`src/rtl/spi3_pkg.sv`:
```
package spi3_pkg;
  localparam int ADDR_W = 6;
  localparam int DATA_W = 8;

  typedef struct packed {
    logic              wrEn;
    logic [ADDR_W-1:0] addr;
    logic [DATA_W-1:0] wrData;
  } regStrobe_t;
endpackage

```
`src/rtl/spi3_frame_ctrl.sv`:
```
module spi3_frame_ctrl
  import spi3_pkg::*;
#(
  parameter int SYNC_STAGES = 2
) (
  input  logic              clk,
  input  logic              rstN,
  input  logic              sclk,
  input  logic              csN,
  input  logic              sdaIn,
  input  logic [DATA_W-1:0] rdData,
  output regStrobe_t        strobe,
  output logic              sdaOut,
  output logic              sdaOe
);
  localparam int FRAME = ADDR_W + 2 + DATA_W;
  localparam int CNT_W = $clog2(FRAME + 1);
  localparam logic [CNT_W-1:0] CNT_DIR   = CNT_W'(ADDR_W);
  localparam logic [CNT_W-1:0] CNT_TURN  = CNT_W'(ADDR_W + 2);
  localparam logic [CNT_W-1:0] CNT_LAST  = CNT_W'(FRAME - 1);
  localparam logic [CNT_W-1:0] CNT_FULL  = CNT_W'(FRAME);
  localparam logic [2:0]       LANE_RST  = 3'b010;  // lane 0 sclk, 1 csN, 2 data

  logic [2:0] rawIn;
  logic [2:0] syncOut;
  assign rawIn = {sdaIn, csN, sclk};

  for (genvar g = 0; g < 3; g++) begin : gSync
    logic [SYNC_STAGES-1:0] pipe;
    always_ff @(posedge clk or negedge rstN) begin
      if (!rstN) pipe <= {SYNC_STAGES{LANE_RST[g]}};
      else       pipe <= {pipe[SYNC_STAGES-2:0], rawIn[g]};
    end
    assign syncOut[g] = pipe[SYNC_STAGES-1];
  end

  logic sclkS, csS, sdaS, sclkPrev;
  assign sclkS = syncOut[0];
  assign csS   = syncOut[1];
  assign sdaS  = syncOut[2];

  logic sclkRise, sclkFall;
  assign sclkRise = sclkS & ~sclkPrev;
  assign sclkFall = ~sclkS & sclkPrev;

  logic [CNT_W-1:0]  bitCnt;
  logic              isRead;
  logic [ADDR_W-1:0] addrSh;
  logic [DATA_W-1:0] dataSh;
  logic [DATA_W-2:0] txSh;
  logic              wrEn;
  logic              outBit;
  logic              oe;

  always_ff @(posedge clk or negedge rstN) begin
    if (!rstN) begin
      sclkPrev <= 1'b0;
      bitCnt   <= '0;
      isRead   <= 1'b0;
      addrSh   <= '0;
      dataSh   <= '0;
      txSh     <= '0;
      wrEn     <= 1'b0;
      outBit   <= 1'b0;
      oe       <= 1'b0;
    end else begin
      sclkPrev <= sclkS;
      wrEn     <= 1'b0;
      if (csS) begin
        bitCnt <= '0;
        isRead <= 1'b0;
        oe     <= 1'b0;
      end else begin
        if (sclkRise && bitCnt != CNT_FULL) begin
          bitCnt <= bitCnt + 1'b1;
          if (bitCnt < CNT_DIR)        addrSh <= {addrSh[ADDR_W-2:0], sdaS};
          else if (bitCnt == CNT_DIR)  isRead <= sdaS;
          else if (bitCnt >= CNT_TURN) dataSh <= {dataSh[DATA_W-2:0], sdaS};
          if (bitCnt == CNT_LAST && !isRead) wrEn <= 1'b1;
        end
        if (sclkFall && isRead) begin
          if (bitCnt == CNT_TURN) begin
            oe     <= 1'b1;
            outBit <= rdData[DATA_W-1];
            txSh   <= rdData[DATA_W-2:0];
          end else if (bitCnt > CNT_TURN && bitCnt < CNT_FULL) begin
            outBit <= txSh[DATA_W-2];
            txSh   <= {txSh[DATA_W-3:0], 1'b0};
          end else if (bitCnt == CNT_FULL) begin
            oe <= 1'b0;
          end
        end
      end
    end
  end

  assign strobe.wrEn   = wrEn;
  assign strobe.addr   = addrSh;
  assign strobe.wrData = dataSh;
  assign sdaOut        = outBit;
  assign sdaOe         = oe;

  // select high releases the line on the next cycle
  a_r3_release_when_idle: assert property (@(posedge clk) disable iff (!rstN)
    csS |=> !sdaOe);
  // the driver is only on inside a read frame
  a_r3_drive_only_read: assert property (@(posedge clk) disable iff (!rstN)
    sdaOe |-> isRead);
  // commit only after a full write frame
  a_r2_commit_full_frame: assert property (@(posedge clk) disable iff (!rstN)
    wrEn |-> (bitCnt == CNT_FULL && !isRead));
  // one commit per frame
  a_r11_single_commit: assert property (@(posedge clk) disable iff (!rstN)
    wrEn |=> !wrEn);
endmodule

```
`src/rtl/spi3_reg_bank.sv`:
```
module spi3_reg_bank
  import spi3_pkg::*;
#(
  parameter logic [3:0] CHIP_ID     = 4'hA,
  parameter logic [3:0] CHIP_REV    = 4'h3,
  parameter logic [2:0] RES_DEFAULT = 3'd7
) (
  input  logic              clk,
  input  logic              rstN,
  input  regStrobe_t        strobe,
  input  logic [2:0]        strapRes,
  input  logic              strapActive,
  output logic [DATA_W-1:0] rdData,
  output logic [2:0]        resolution,
  output logic              panelActive,
  output logic              dualScan
);
  localparam logic [ADDR_W-1:0] A_SCRATCH = ADDR_W'(0);
  localparam logic [ADDR_W-1:0] A_IDENT   = ADDR_W'(1);
  localparam logic [ADDR_W-1:0] A_RES     = ADDR_W'(2);
  localparam logic [ADDR_W-1:0] A_CTRL    = ADDR_W'(3);
  localparam int PWR_BIT = 0;
  localparam int OWN_BIT = DATA_W - 1;

  logic [DATA_W-1:0] scratchReg;
  logic [2:0]        resReg;
  logic              pwrReg;
  logic              ownReg;

  always_ff @(posedge clk or negedge rstN) begin
    if (!rstN) begin
      scratchReg <= '0;
      resReg     <= RES_DEFAULT;
      pwrReg     <= 1'b0;
      ownReg     <= 1'b0;
    end else if (strobe.wrEn) begin
      case (strobe.addr)
        A_SCRATCH: scratchReg <= strobe.wrData;
        A_RES:     resReg     <= strobe.wrData[2:0];
        A_CTRL: begin
          pwrReg <= strobe.wrData[PWR_BIT];
          ownReg <= strobe.wrData[OWN_BIT];
        end
        default: ;
      endcase
    end
  end

  always_comb begin
    rdData = '0;
    case (strobe.addr)
      A_SCRATCH: rdData = scratchReg;
      A_IDENT:   rdData = {CHIP_ID, CHIP_REV};
      A_RES:     rdData[2:0] = resReg;
      A_CTRL: begin
        rdData[PWR_BIT] = pwrReg;
        rdData[OWN_BIT] = ownReg;
      end
      default: rdData = '0;
    endcase
  end

  assign resolution  = ownReg ? resReg : strapRes;
  assign panelActive = ownReg ? pwrReg : strapActive;
  assign dualScan    = (resolution[2:1] == 2'b00);

  // writes to unmapped addresses leave every register alone
  a_r10_unmapped_discard: assert property (@(posedge clk) disable iff (!rstN)
    (strobe.wrEn && strobe.addr > A_CTRL) |=>
      ($stable(scratchReg) && $stable(resReg) && $stable(pwrReg) && $stable(ownReg)));
  // writes to the identification address leave every register alone
  a_r5_ident_discard: assert property (@(posedge clk) disable iff (!rstN)
    (strobe.wrEn && strobe.addr == A_IDENT) |=>
      ($stable(scratchReg) && $stable(resReg) && $stable(pwrReg) && $stable(ownReg)));
  // without a commit strobe no register moves
  a_r11_no_strobe_no_change: assert property (@(posedge clk) disable iff (!rstN)
    !strobe.wrEn |=> ($stable(scratchReg) && $stable(resReg) && $stable(pwrReg) && $stable(ownReg)));
endmodule

```
`src/rtl/spi3_panel_regs.sv`:
```
module spi3_panel_regs
  import spi3_pkg::*;
#(
  parameter int         SYNC_STAGES = 2,
  parameter logic [3:0] CHIP_ID     = 4'hA,
  parameter logic [3:0] CHIP_REV    = 4'h3,
  parameter logic [2:0] RES_DEFAULT = 3'd7
) (
  input  logic       clk,
  input  logic       rstN,
  input  logic       sclk,
  input  logic       csN,
  input  logic       sdaIn,
  output logic       sdaOut,
  output logic       sdaOe,
  input  logic [2:0] strapRes,
  input  logic       strapActive,
  output logic [2:0] resolution,
  output logic       panelActive,
  output logic       dualScan
);
  regStrobe_t        strobe;
  logic [DATA_W-1:0] rdData;

  spi3_frame_ctrl #(.SYNC_STAGES(SYNC_STAGES)) u_ctrl (
    .clk(clk), .rstN(rstN), .sclk(sclk), .csN(csN), .sdaIn(sdaIn),
    .rdData(rdData), .strobe(strobe), .sdaOut(sdaOut), .sdaOe(sdaOe)
  );

  spi3_reg_bank #(.CHIP_ID(CHIP_ID), .CHIP_REV(CHIP_REV), .RES_DEFAULT(RES_DEFAULT)) u_bank (
    .clk(clk), .rstN(rstN), .strobe(strobe), .strapRes(strapRes),
    .strapActive(strapActive), .rdData(rdData), .resolution(resolution),
    .panelActive(panelActive), .dualScan(dualScan)
  );
endmodule

```
`config.mk`:
```
export PLATFORM = sky130hd
export DESIGN_NAME = spi3_panel_regs
export DESIGN_NICKNAME = d
export VERILOG_FILES = /design/src/rtl/spi3_pkg.sv /design/src/rtl/spi3_frame_ctrl.sv /design/src/rtl/spi3_reg_bank.sv /design/src/rtl/spi3_panel_regs.sv
export SDC_FILE = /design/constraint.sdc
export NUM_CORES = 1
export LEC_CHECK = 0
export ABC_AREA = 0
export BUFFER_PORTS_ARGS = -buffer_cell sky130_fd_sc_hd__buf_4
export CAP_MARGIN = 40
export CORE_MARGIN = 4
export CORE_UTILIZATION = 60
export DETAILED_ROUTE_END_ITERATION = 12
export GPL_TIMING_DRIVEN = 0
export PLACE_DENSITY = 0.88
export SETUP_SLACK_MARGIN = 0.5
export SKIP_LAST_GASP = 1
export SLEW_MARGIN = 20
export SYNTH_ARGS = -nofsm -noshare
export SYNTH_HDL_FRONTEND = slang
export SYNTH_SLANG_ARGS = --single-unit
```
`constraint.sdc`:
```
create_clock -name clk -period 3.85 [get_ports clk]
set_input_delay 1.155 -clock clk [delete_from_list [all_inputs] [get_ports clk]]
set_output_delay 1.155 -clock clk [all_outputs]
set_load 0.02 [all_outputs]
```
After elaboration in Yosys (flattened, before gate mapping):

Index checks and enable logic that the tools add are counted.
Widths: inputs -> output; s select.

* input bits: 9
* register bits: 50
* logic and storage cells: 82

* equality and inequality tests: 10
* add/sub/neg operators: 1
* magnitude comparators: 4
* bitwise logic cells: 7
* reduce and logical (&&, ||, !) cells: 20
* multiplexer cells: 24

Operators by type and width (number)
* $mux 1: 15
* $mux 7: 2
* $eq 6x2->1 const B: 2
* $reduce_and 3->1: 4
* $eq 5x4->1 const B: 2
* $mux 5: 2
* $pmux 4 s2: 1
* $reduce_bool 2->1: 4
* $eq 6x1->1 const B: 1
* $logic_not 6->1: 1
* $pmux 2 s3: 1
* $reduce_and 2->1: 3
* $add 5x1->5 const B: 1
* $eq 5x3->1 const B: 1
* $eq 5x5->1 const B: 1
* $ge 5x4->1 const B: 1
* $gt 5x4->1 const B: 1
* $lt 5x3->1 const B: 1
* $lt 5x5->1 const B: 1
* $ne 5x5->1 const B: 1
* $not 1->1: 5
* $reduce_and 5->1: 1
* $logic_and 1x1->1: 4
* $pmux 1 s4: 1
* other kinds (8): 9

Longest topological paths before layout:

* depth in word-level cells: 6
* mapped depth: 6

Cells and area by module:

From an unflattened synthesis, not the netlist that was laid out.

* cells, all modules: 190
* area total of the unflattened synthesis: 2323.5 µm²

Modules (own cells, without submodules)
* spi3_frame_ctrl: cells an instance 134, times used 1, area an instance 1617.8 µm²
* spi3_reg_bank: cells an instance 56, times used 1, area an instance 705.7 µm²

Worst setup path before layout:

No wires, ideal clock.

* kind: input to output
* start: in strapRes[1]
* end: out dualScan
* arrival time: 1790 ps
* required time: 2695 ps
* path slack: 905 ps
* cell stages on the path: 2
* path through: mux2_2 -> nor2_1

* word-level cells in the longest chain between the ends: 2

RTL lines
* start: declaration: RTL line spi3_panel_regs.sv:16 `input logic [2:0] strapRes,`
* $mux 3: RTL line spi3_reg_bank.sv:63 `assign resolution = ownReg ? resReg : strapRes;`
* $logic_not 2->1: RTL line spi3_reg_bank.sv:65 `assign dualScan = (resolution[2:1] == 2'b00);`
* end: declaration: RTL line spi3_panel_regs.sv:20 `output logic dualScan`

Every way passes these cells.

Worst setup path in the final report:

Same ends and word-level chain as after synthesis.

==> results.json <==
{
  "finalWirelength_um": 4000,
  "skew_ns": 0.01541,
  "status": "completed",
  "clockBufferDepth": 2,
  "grt_pass1_vias": 1461,
  "synth_seq_area_share_pct": 57.83,
  "dieArea_mm2": 0.004651,
  "worst_pin_slew_ns": 0.7904,
  "cts_hold_buf": 0,
  "clock-sinks": 50,
  "cts-buffers-inserted": 5,
  "hold_path_depth": 0,
  "synth_edf_count": 0,
  "r2r_slack_ns": 1.83,
  "nets": 206,
  "grt_pass1_wl_um": 6872,
  "drv_cap": 0,
  "hpwl_um": 2839,
  "globalRouteOverflowTotal": 0,
  "antenna_cells": 0,
  "die_h_um": 68.20,
  "clkLatencyLatePin_ns": 0.37,
  "avgSynthCellArea_um2": 12.64,
  "ys_async_sr_fraction_pct": 100.0,
  "io_buffer_count": 15,
  "arrival_ns": 1.81,
  "hold_viol_final": 0,
  "synth.cell_area_mm2": 0.002175,
  "vdd_drop_max_mv": 0.3510,
  "gp_congestion": 0.8533,
  "cts_setup_buffers": 0,
  "drc": 0,
  "met2_length_um": 2027,
  "cp-start-kind": "primary input",
  "ioPinCount": 16,
  "nFillCells": 231,
  "final_util_pct": 70.95,
  "grt_max_degree": 51,
  "max_freq_ghz": 0.3374,
  "first_pass_iters": 4,
  "wl_met1_um": 1718,
  "grt_use_total_pct": 20.72,
  "rsz0062_at_grt": "no",
  "cts-htree-levels": 2,
  "crit_required_ns": 2.69,
  "layout_commonest_cell": "dfrtp_1",
  "hold_class": "register to register",
  "setup_viol": 0,
  "via_per_inst": 5.851,
  "wl_met3_um": 180,
  "initialDrtViolationCount": 110,
  "via_count": 1410,
  "r2r-end": "u_bank.scratchReg[2]",
  "drtAntennaViolNets": 0,
  "drive_gt1_share_pct": 30.77,
  "cp-end-kind": "primary output",
  "cellPowerDensity_mw_per_mm2": 416.8,
  "slew_violations": 0,
  "route.top_layer_used": "met4",
  "setup_tns_ns": 0,
  "synth_ff_type": "dfrtp_1",
  "avgRoutedWirePerCell_um": 16.60,
  "die_width_um": 68.20,
  "num_rows": 21,
  "syn2layout_area_growth_pct": 11.45,
  "final_cell_mix": "45 x dfrtp_1, 29 x mux2_2, 15 x buf_4, 12 x nor2_1, 9 x a21oi_1",
  "worstPathMaxFanout": 2,
  "hp-start": "u_ctrl.gSync[0].pipe[0]",
  "yosysWarnings": 0,
  "syn_inst": 172,
  "r2r_cells": 4,
  "fin_crit_sh_pct": 76.98,
  "antenna_found_initial": 0,
  "p_leak_nw": 1.176,
  "cts_tree": "done",
  "post_cts_resized": 0,
  "slew_headroom_pct": 46.82,
  "ys_ff_latch": 50,
  "ys_types": 40,
  "hold_end": "u_ctrl.gSync[0].pipe[1]",
  "cts-root-buf": "clkbuf_4",
  "syn-num-nets": 184,
  "min_period_ns": 2.964,
  "crit_type": "primary input to primary output",
  "clkTransAtPathRegs_ns": 0.13,
  "start_util_pct": 63.66,
  "r2r-start": "u_ctrl.addrSh[3]",
  "fp.coreArea_mm2": 0.003416
}
[area by class of cell]
cell class / instances / area (µm²) / area share (%)
inverter: 7 / 26.28 / 1.084
sequential: 50 / 1257 / 51.88
clock inverter: 2 / 37.54 / 1.549
buffer: 5 / 20.02 / 0.8260
multi-input combinational: 110 / 870.8 / 35.93
tap: 46 / 57.56 / 2.375
timing repair buffer: 15 / 112.6 / 4.646
clock buffer: 6 / 41.29 / 1.704
[how the worst max path moves through the flow]
stage,start,to,slack [ns],depth (start not counted)
detailed placement,strapRes[1],dualScan,0.88,4
CTS,strapRes[1],dualScan,0.88,4
floorplan,strapRes[1],dualScan,0.91,2
global placement,strapRes[1],dualScan,0.94,4
global route,strapRes[1],dualScan,0.86,4
finish,strapRes[1],dualScan,0.89,4
[cells in the mapped netlist, drive strengths merged, types with 2 or more instances]
cell / number / area share, %
nor3: 2 / 0.46
a21oi: 9 / 2.1
nand3: 4 / 1.2
inv: 7 / 1.2
a221o: 3 / 1.4
dfrtp: 45 / 52
o21ai: 3 / 0.69
dfstp: 5 / 6.0
xnor2: 2 / 0.81
and3: 5 / 1.4
or3: 4 / 1.2
mux2: 31 / 16
nand4: 2 / 0.58
nor2b: 2 / 0.58
ha: 3 / 1.7
nor4: 3 / 1.6
nor2: 12 / 2.1
mux2i: 5 / 2.3
clkbuf: 4 / 0.69
nand2: 6 / 1.0
[per-stage QoR]
stage	power, W	setup slack (ns)	instance area, µm²	instances	hold slack [ns]
after global routing	0.001060	0.8634	2424	241	0.3741
after CTS	0.001017	0.8803	2424	241	0.3680
after detailed placement	0.0007246	0.8810	2345	233	0.3379
final	0.001010	0.8864	2424	241	0.3645
after floorplan	0.0006745	0.9051	2175	172	0.3312
after global placement	0.0007120	0.9360	2345	233	0.3334
[routing by layer]
metal,GRT usage [%],vias up
met5,0,-
met4,7.940,0
met3,6.076,7
met2,33.45,33
met1,26.37,710
li1,-,660
[critical path: stages]
cell and delay [ns]:
buf_4 0.11, mux2_2 0.27, nor2_1 0.13, buf_4 0.15
[report_power, final]
| part | switching (W) | leakage, nW | total, W | internal [W] |
|---|---|---|---|---|
| sequential | 0.0000230 | 0.658 | 0.000583 | 0.000560 |
| clock | 0.000160 | 0.0385 | 0.000297 | 0.000137 |
| combinational | 0.0000788 | 0.480 | 0.000131 | 0.0000521 |
| total | 0.000261 | 1.18 | 0.00101 | 0.000749 |
[cells by family (layout without fill, tap and decap cells)]
family | Yosys count | count (layout) | share of synthesized area, %
AND/OR/NAND/NOR | 45 | 45 | 11.62
buffers and inverters | 12 | 35 | 2.128
XOR/XNOR | 3 | 3 | 1.209
AO/OA/AOI/OAI | 23 | 23 | 7.135
multiplexers | 36 | 36 | 18.35
flip-flops | 50 | 50 | 57.83
adder cells (fa/ha/maj) | 3 | 3 | 1.726
[sequential cells by signal (all words and copies together) (netlist names)]
register           flops
u_bank.ownReg          1
u_bank.pwrReg          1
u_bank.resReg          3
u_bank.scratchReg      8
u_ctrl.addrSh          6
u_ctrl.bitCnt          5
u_ctrl.dataSh          8
u_ctrl.gSync.pipe      6
u_ctrl.isRead          1
u_ctrl.sclkPrev        1
u_ctrl.sdaOe           1
u_ctrl.sdaOut          1
u_ctrl.txSh            7
u_ctrl.wrEn            1
Power figures use the tool's default switching activity.
